[src/rtl/segsig_selftest.sv]
module segsig_selftest #(
  parameter logic [3:0]  RESET_SEED = 4'b0001,
  parameter int          RUN_LEN    = 12,
  parameter int          INJ_BIT    = 0,
  parameter bit          INJ_VAL    = 1'b0,
  parameter logic [27:0] MISR_TAPS  = 28'h0000009
) (
  input  logic        clk,
  input  logic        rst_n,
  input  logic        seed_load,
  input  logic [3:0]  seed_in,
  input  logic        lfsr_en,
  input  logic        misr_en,
  input  logic        cmp_strobe,
  input  logic        fault_inj,
  output logic [3:0]  pattern,
  output logic [27:0] seg_out,
  output logic [27:0] signature,
  output logic        fault
);
  localparam int DIGITS = 4;
  localparam int SEGS   = 7;
  localparam int RW     = DIGITS * SEGS;

  function automatic logic [6:0] seg7(input logic [3:0] d);
    case (d)
      4'd0: seg7 = 7'h3F;
      4'd1: seg7 = 7'h06;
      4'd2: seg7 = 7'h5B;
      4'd3: seg7 = 7'h4F;
      4'd4: seg7 = 7'h66;
      4'd5: seg7 = 7'h6D;
      4'd6: seg7 = 7'h7D;
      4'd7: seg7 = 7'h07;
      4'd8: seg7 = 7'h7F;
      4'd9: seg7 = 7'h6F;
      default: seg7 = 7'h00;
    endcase
  endfunction

  function automatic logic [3:0] rotl(input logic [3:0] p, input int k);
    logic [7:0] dbl;
    dbl  = {p, p} << k;
    rotl = dbl[7:4];
  endfunction

  function automatic logic [3:0] lfsr_step(input logic [3:0] p);
    lfsr_step = {p[2:0], p[3] ^ p[2] ^ p[0]};
  endfunction

  function automatic logic [RW-1:0] bank(input logic [3:0] p);
    for (int k = 0; k < DIGITS; k++)
      bank[k*SEGS +: SEGS] = seg7(rotl(p, k));
  endfunction

  function automatic logic [RW-1:0] misr_step(input logic [RW-1:0] m, input logic [RW-1:0] r);
    misr_step = ((m << 1) ^ (m[RW-1] ? MISR_TAPS : '0)) ^ r;
  endfunction

  function automatic logic [RW-1:0] calc_golden();
    logic [3:0]    p;
    logic [RW-1:0] m;
    p = RESET_SEED;
    m = '0;
    for (int i = 0; i < RUN_LEN; i++) begin
      m = misr_step(m, bank(p));
      p = lfsr_step(p);
    end
    calc_golden = m;
  endfunction

  localparam logic [RW-1:0] GOLDEN = calc_golden();

  logic [RW-1:0] raw_seg;

  for (genvar k = 0; k < DIGITS; k++) begin : g_dig
    assign raw_seg[k*SEGS +: SEGS] = seg7(rotl(pattern, k));
  end

  always_comb begin
    seg_out = raw_seg;
    if (fault_inj) seg_out[INJ_BIT] = INJ_VAL;
  end

  always_ff @(posedge clk or negedge rst_n) begin
    if (!rst_n) begin
      pattern   <= RESET_SEED;
      signature <= '0;
    end else if (seed_load) begin
      pattern   <= (seed_in == 4'd0) ? 4'd1 : seed_in;
      signature <= '0;
    end else begin
      if (lfsr_en) pattern   <= lfsr_step(pattern);
      if (misr_en) signature <= misr_step(signature, seg_out);
    end
  end

  always_ff @(posedge clk or negedge rst_n) begin
    if (!rst_n)          fault <= 1'b0;
    else if (cmp_strobe) fault <= (signature != GOLDEN);
  end
endmodule


[config.mk]
export PLATFORM = sky130hd
export DESIGN_NAME = segsig_selftest
export DESIGN_NICKNAME = d
export VERILOG_FILES = /design/src/rtl/segsig_selftest.sv
export SDC_FILE = /design/constraint.sdc
export NUM_CORES = 1
export LEC_CHECK = 0
export BUFFER_PORTS_ARGS = -buffer_cell sky130_fd_sc_hd__buf_2
export CAP_MARGIN = 40
export CORE_MARGIN = 3
export CORE_UTILIZATION = 60
export CTS_BUF_LIST = sky130_fd_sc_hd__clkbuf_8
export CTS_CLUSTER_DIAMETER = 60
export DETAILED_ROUTE_END_ITERATION = 10
export PLACE_DENSITY = 0.87
export SYNTH_ARGS = -nofsm -noshare
export SYNTH_HDL_FRONTEND = slang
export SYNTH_SLANG_ARGS = --single-unit
[constraint.sdc]
create_clock -name clk -period 5.25 [get_ports clk]
set_clock_uncertainty 0.05 [all_clocks]
set_input_delay 0.7875 -clock clk [delete_from_list [all_inputs] [get_ports clk]]
set_output_delay 0.7875 -clock clk [all_outputs]
set_load 0.005 [all_outputs]
==> impl_metrics.csv <==
group,metric,value,unit
logic_synthesis,syn_area,2780,µm²
die,io_pins,72,
clock_network,cts_resized,0,
die,die_x,74.1,µm
logic_synthesis,syn_nets,336,
clock_network,cts_buffers,5,
cells_and_area,antenna_cells,0,
logic_synthesis,synth_seq_area_share,29.7,%
placed_design,placed_cells,401,
sta,rsz0062_at_grt,"false",
critical_path,setup.worst_path.start_class,"flop",
sta,fin_crit,3.65,ns
critical_path,crit_type,"flop to output port",
cells_and_area,layout.cells.non_filler,409,
grt,grt_max_degree,54,
pwr,power.leakage,1.50,nW
critical_path,cpMostUsedCell,"inv_1",
critical_path,r2r-end,"signature[12]$_DFFE_PN0P_",
detailed_routing,dr.pass1.iters,4,
die,die_y,74.1,µm
critical_path,r2r_slack,2.43,ns
logic_synthesis,synth_compound_area_share,21.4,%
grt,overflow,0,
pwr,peakVddDrop,0.176,mV
clock_network,cts_buffer_depth,2,
logic_synthesis,synthXorXnorAreaFrac,5.35,%
detailed_routing,vias,2388,
clock_network,htreeDepth,2,
die,rows,24,
sta,max_slew_margin,40.7,%
clock_network,clk_pin_slew_worst_paths,0.07,ns
grt,grt_usage,26.6,%
sta,period_share,69.5,%
clock_network,cts_tree,"built",
clock_network,cts-root-buf,"clkbuf_8",
die,start_util,63.0,%
detailed_routing,avgViaCountPerCell,5.84,
detailed_routing,first_iter_violations,186,
critical_path,critPathCapture,"seg_out[12]",
critical_path,cp_num_cells,6,
logic_synthesis,synth_edf_count,0,
critical_path,path_cells,"inv_1 > ha_1 > nor2b_1 > o31ai_1 > inv_1 > buf_2",
cells_and_area,syn2layout_area_growth,13.9,%
clock_network,clock-sinks,33,
cells_and_area,drive_above_1_share,28.3,%
critical_path,critPathRequiredTime,4.41,ns
sta,finalSetupTns,0,ns
logic_synthesis,synth_mux_area_share,2.20,%
detailed_routing,routed_wl,6.85,mm
logic_synthesis,synthAdderAreaFrac,12.1,%
min_path,min_path_type,"flop to flop",
cells_and_area,fin_nets,394,
logic_synthesis,synth_top_family_by_area,"simple AND/OR/NAND/NOR gates",
clock_network,hold_buffers,0,
grt,grt_pass1_vias,2161,
critical_path,cp.buffers_inverters,3,
critical_path,end_kind,"output port",
critical_path,crit_slowest_cell,"dfrtp_1",
logic_synthesis,synth-seq-cells,33,
outcome,outcome,"finished, final reports clean",
critical_path,critPathLaunch,"pattern[3]$_DFFE_PN0P_",
sta,tightestPinTransition,0.890,ns
die,die_area,5490,µm²
grt,grt_antenna_before_repair,0,
run,maxCapViolations,0,
logic_synthesis,syn_avg_cell_area,9.34,µm²
placed_design,io_buffers,71,
placed_design,dp_hpwl,4.88,mm
critical_path,timing.rr.start,"pattern[3]$_DFFE_PN0P_",
critical_path,cp.arrival,2.81,ns
sta,slew_violations,0,
detailed_routing,ant_nets,0,
clock_network,clock_latency,0.29,ns
critical_path,slowest_delay,0.93,ns
logic_synthesis,synth_ff_type,"dfrtp_1",
logic_synthesis,synth_simple_gate_area_share,22.7,%
clock_network,cts_setup_buffers,0,
placed_design,gp_congestion,0.859,
critical_path,path_max_fanout,26,
grt,grt_pass1_wl,11.3,mm
logic_synthesis,synthCells,298,
sta,hold_violations,0,
critical_path,cp_top_family,"flip-flops",
pwr,powerDensity,292,nW/µm²
logic_synthesis,yosys_warnings,0,
detailed_routing,drc,0,
detailed_routing,wl_per_cell,16.8,µm
die,core_area,4410,µm²
logic_synthesis,postSynth.asyncResetShare,100,%
sta,setup_violations,0,
logic_synthesis,synth.distinct_cells,57,
critical_path,rr_worst_depth,6,
sta,fmax,274,MHz
==> worst register-to-register path: cells and delay by family, from the launching register on <==
family / cells / cell delay [ns]
AO/OA/AOI/OAI: 2 / 0.65
AND/OR/NAND/NOR: 1 / 0.14
adder cells (fa/ha/maj): 1 / 0.37
buffers and inverters: 1 / 0.47
flip-flops: 1 / 0.93
XOR/XNOR: 1 / 0.12
==> worst min path at each step <==
stage	from	to	slack [ns]	cells after the start
detailed placement	fault$_DFFE_PN0P_	fault$_DFFE_PN0P_	0.45	1
CTS	fault$_DFFE_PN0P_	fault$_DFFE_PN0P_	0.47	1
finish	fault$_DFFE_PN0P_	fault$_DFFE_PN0P_	0.46	1
global route	fault$_DFFE_PN0P_	fault$_DFFE_PN0P_	0.47	1
floorplan	rst_n	fault$_DFFE_PN0P_	0.44	0
global placement	fault$_DFFE_PN0P_	fault$_DFFE_PN0P_	0.42	1
==> state kept, by name, summed over array words and instances, names as in the netlist <==
name / cells
signature: 28
pattern: 4
fault: 1
==> layout by cell type, fill, tap and decap left out, drive strengths merged, types with 8 or more instances in the layout <==
cell type and count:
buf 72, dfrtp 32, nor2 28, ha 27, nor2b 25, a211oi 16, nand2 14, o21ai 13
inv 13, xnor2 12, nand2b 8, nand3 8, a21oi 8, o31ai 8
==> per-layer routing <==
layer  global-route usage, %  part of all wire (%)
met1                    39.8                    46
met2                    40.4                    47
met3                    4.46                   5.6
met4                    6.24                   1.5
met5                       0                     0
==> where the power goes <==
part / leakage [nW] / switching (mW) / internal (mW) / total [mW]
clock: 0.0491 / 0.0944 / 0.0898 / 0.184
sequential: 0.423 / 0.0689 / 0.287 / 0.356
combinational: 1.03 / 0.203 / 0.184 / 0.387
total: 1.50 / 0.366 / 0.561 / 0.927
==> area by class of cell <==
cell class	instances	area, µm²
Tap cell	52	65.1
Sequential cell	33	827
Fill cell	356	1240
Clock inverter	3	13.8
Clock buffer	5	68.8
Inverter	12	45.0
Timing Repair Buffer	72	375
Multi-Input combinational cell	232	1770
==> per-stage QoR <==
step                      hold slack [ns]  util [%]  instance area [µm²]  setup WS [ns]  power [mW]
after global placement              0.425      69.5                 3070           2.08       0.730
after global routing                0.473      71.8                 3170           1.43       0.999
final                               0.463      71.8                 3170           1.60       0.927
after detailed placement            0.451      69.9                 3090           1.94       0.743
after floorplan                     0.442         -                 2780           2.71       0.609
after CTS                           0.466      71.8                 3170           1.61       0.931
==> Yosys cell counts, types with 5 or more instances <==
cell / n / area [µm²]
buf_6: 6 / 67.6
dfrtp_1: 32 / 801
nor2b_1: 25 / 156
xor2_1: 5 / 43.8
xnor2_1: 12 / 105
ha_1: 27 / 338
inv_1: 10 / 37.5
nand2_1: 14 / 52.6
mux2i_1: 5 / 50.1
a211oi_1: 15 / 113
a21oi_1: 6 / 30.0
nor2_1: 28 / 105
nand2b_1: 8 / 50.1
clkbuf_1: 7 / 26.3
o21ai_0: 12 / 60.1
nand3_1: 8 / 40.0
==> logic make-up (layout without fill, tap and decap cells) <==
logic type	Yosys count	after routing
xor+xnor	17	17
compound gates	67	67
fa+ha+maj	27	27
simple gates	115	115
flops	33	33
mux	6	6
buf+inv	33	92
(Power assumes the default switching activity.)
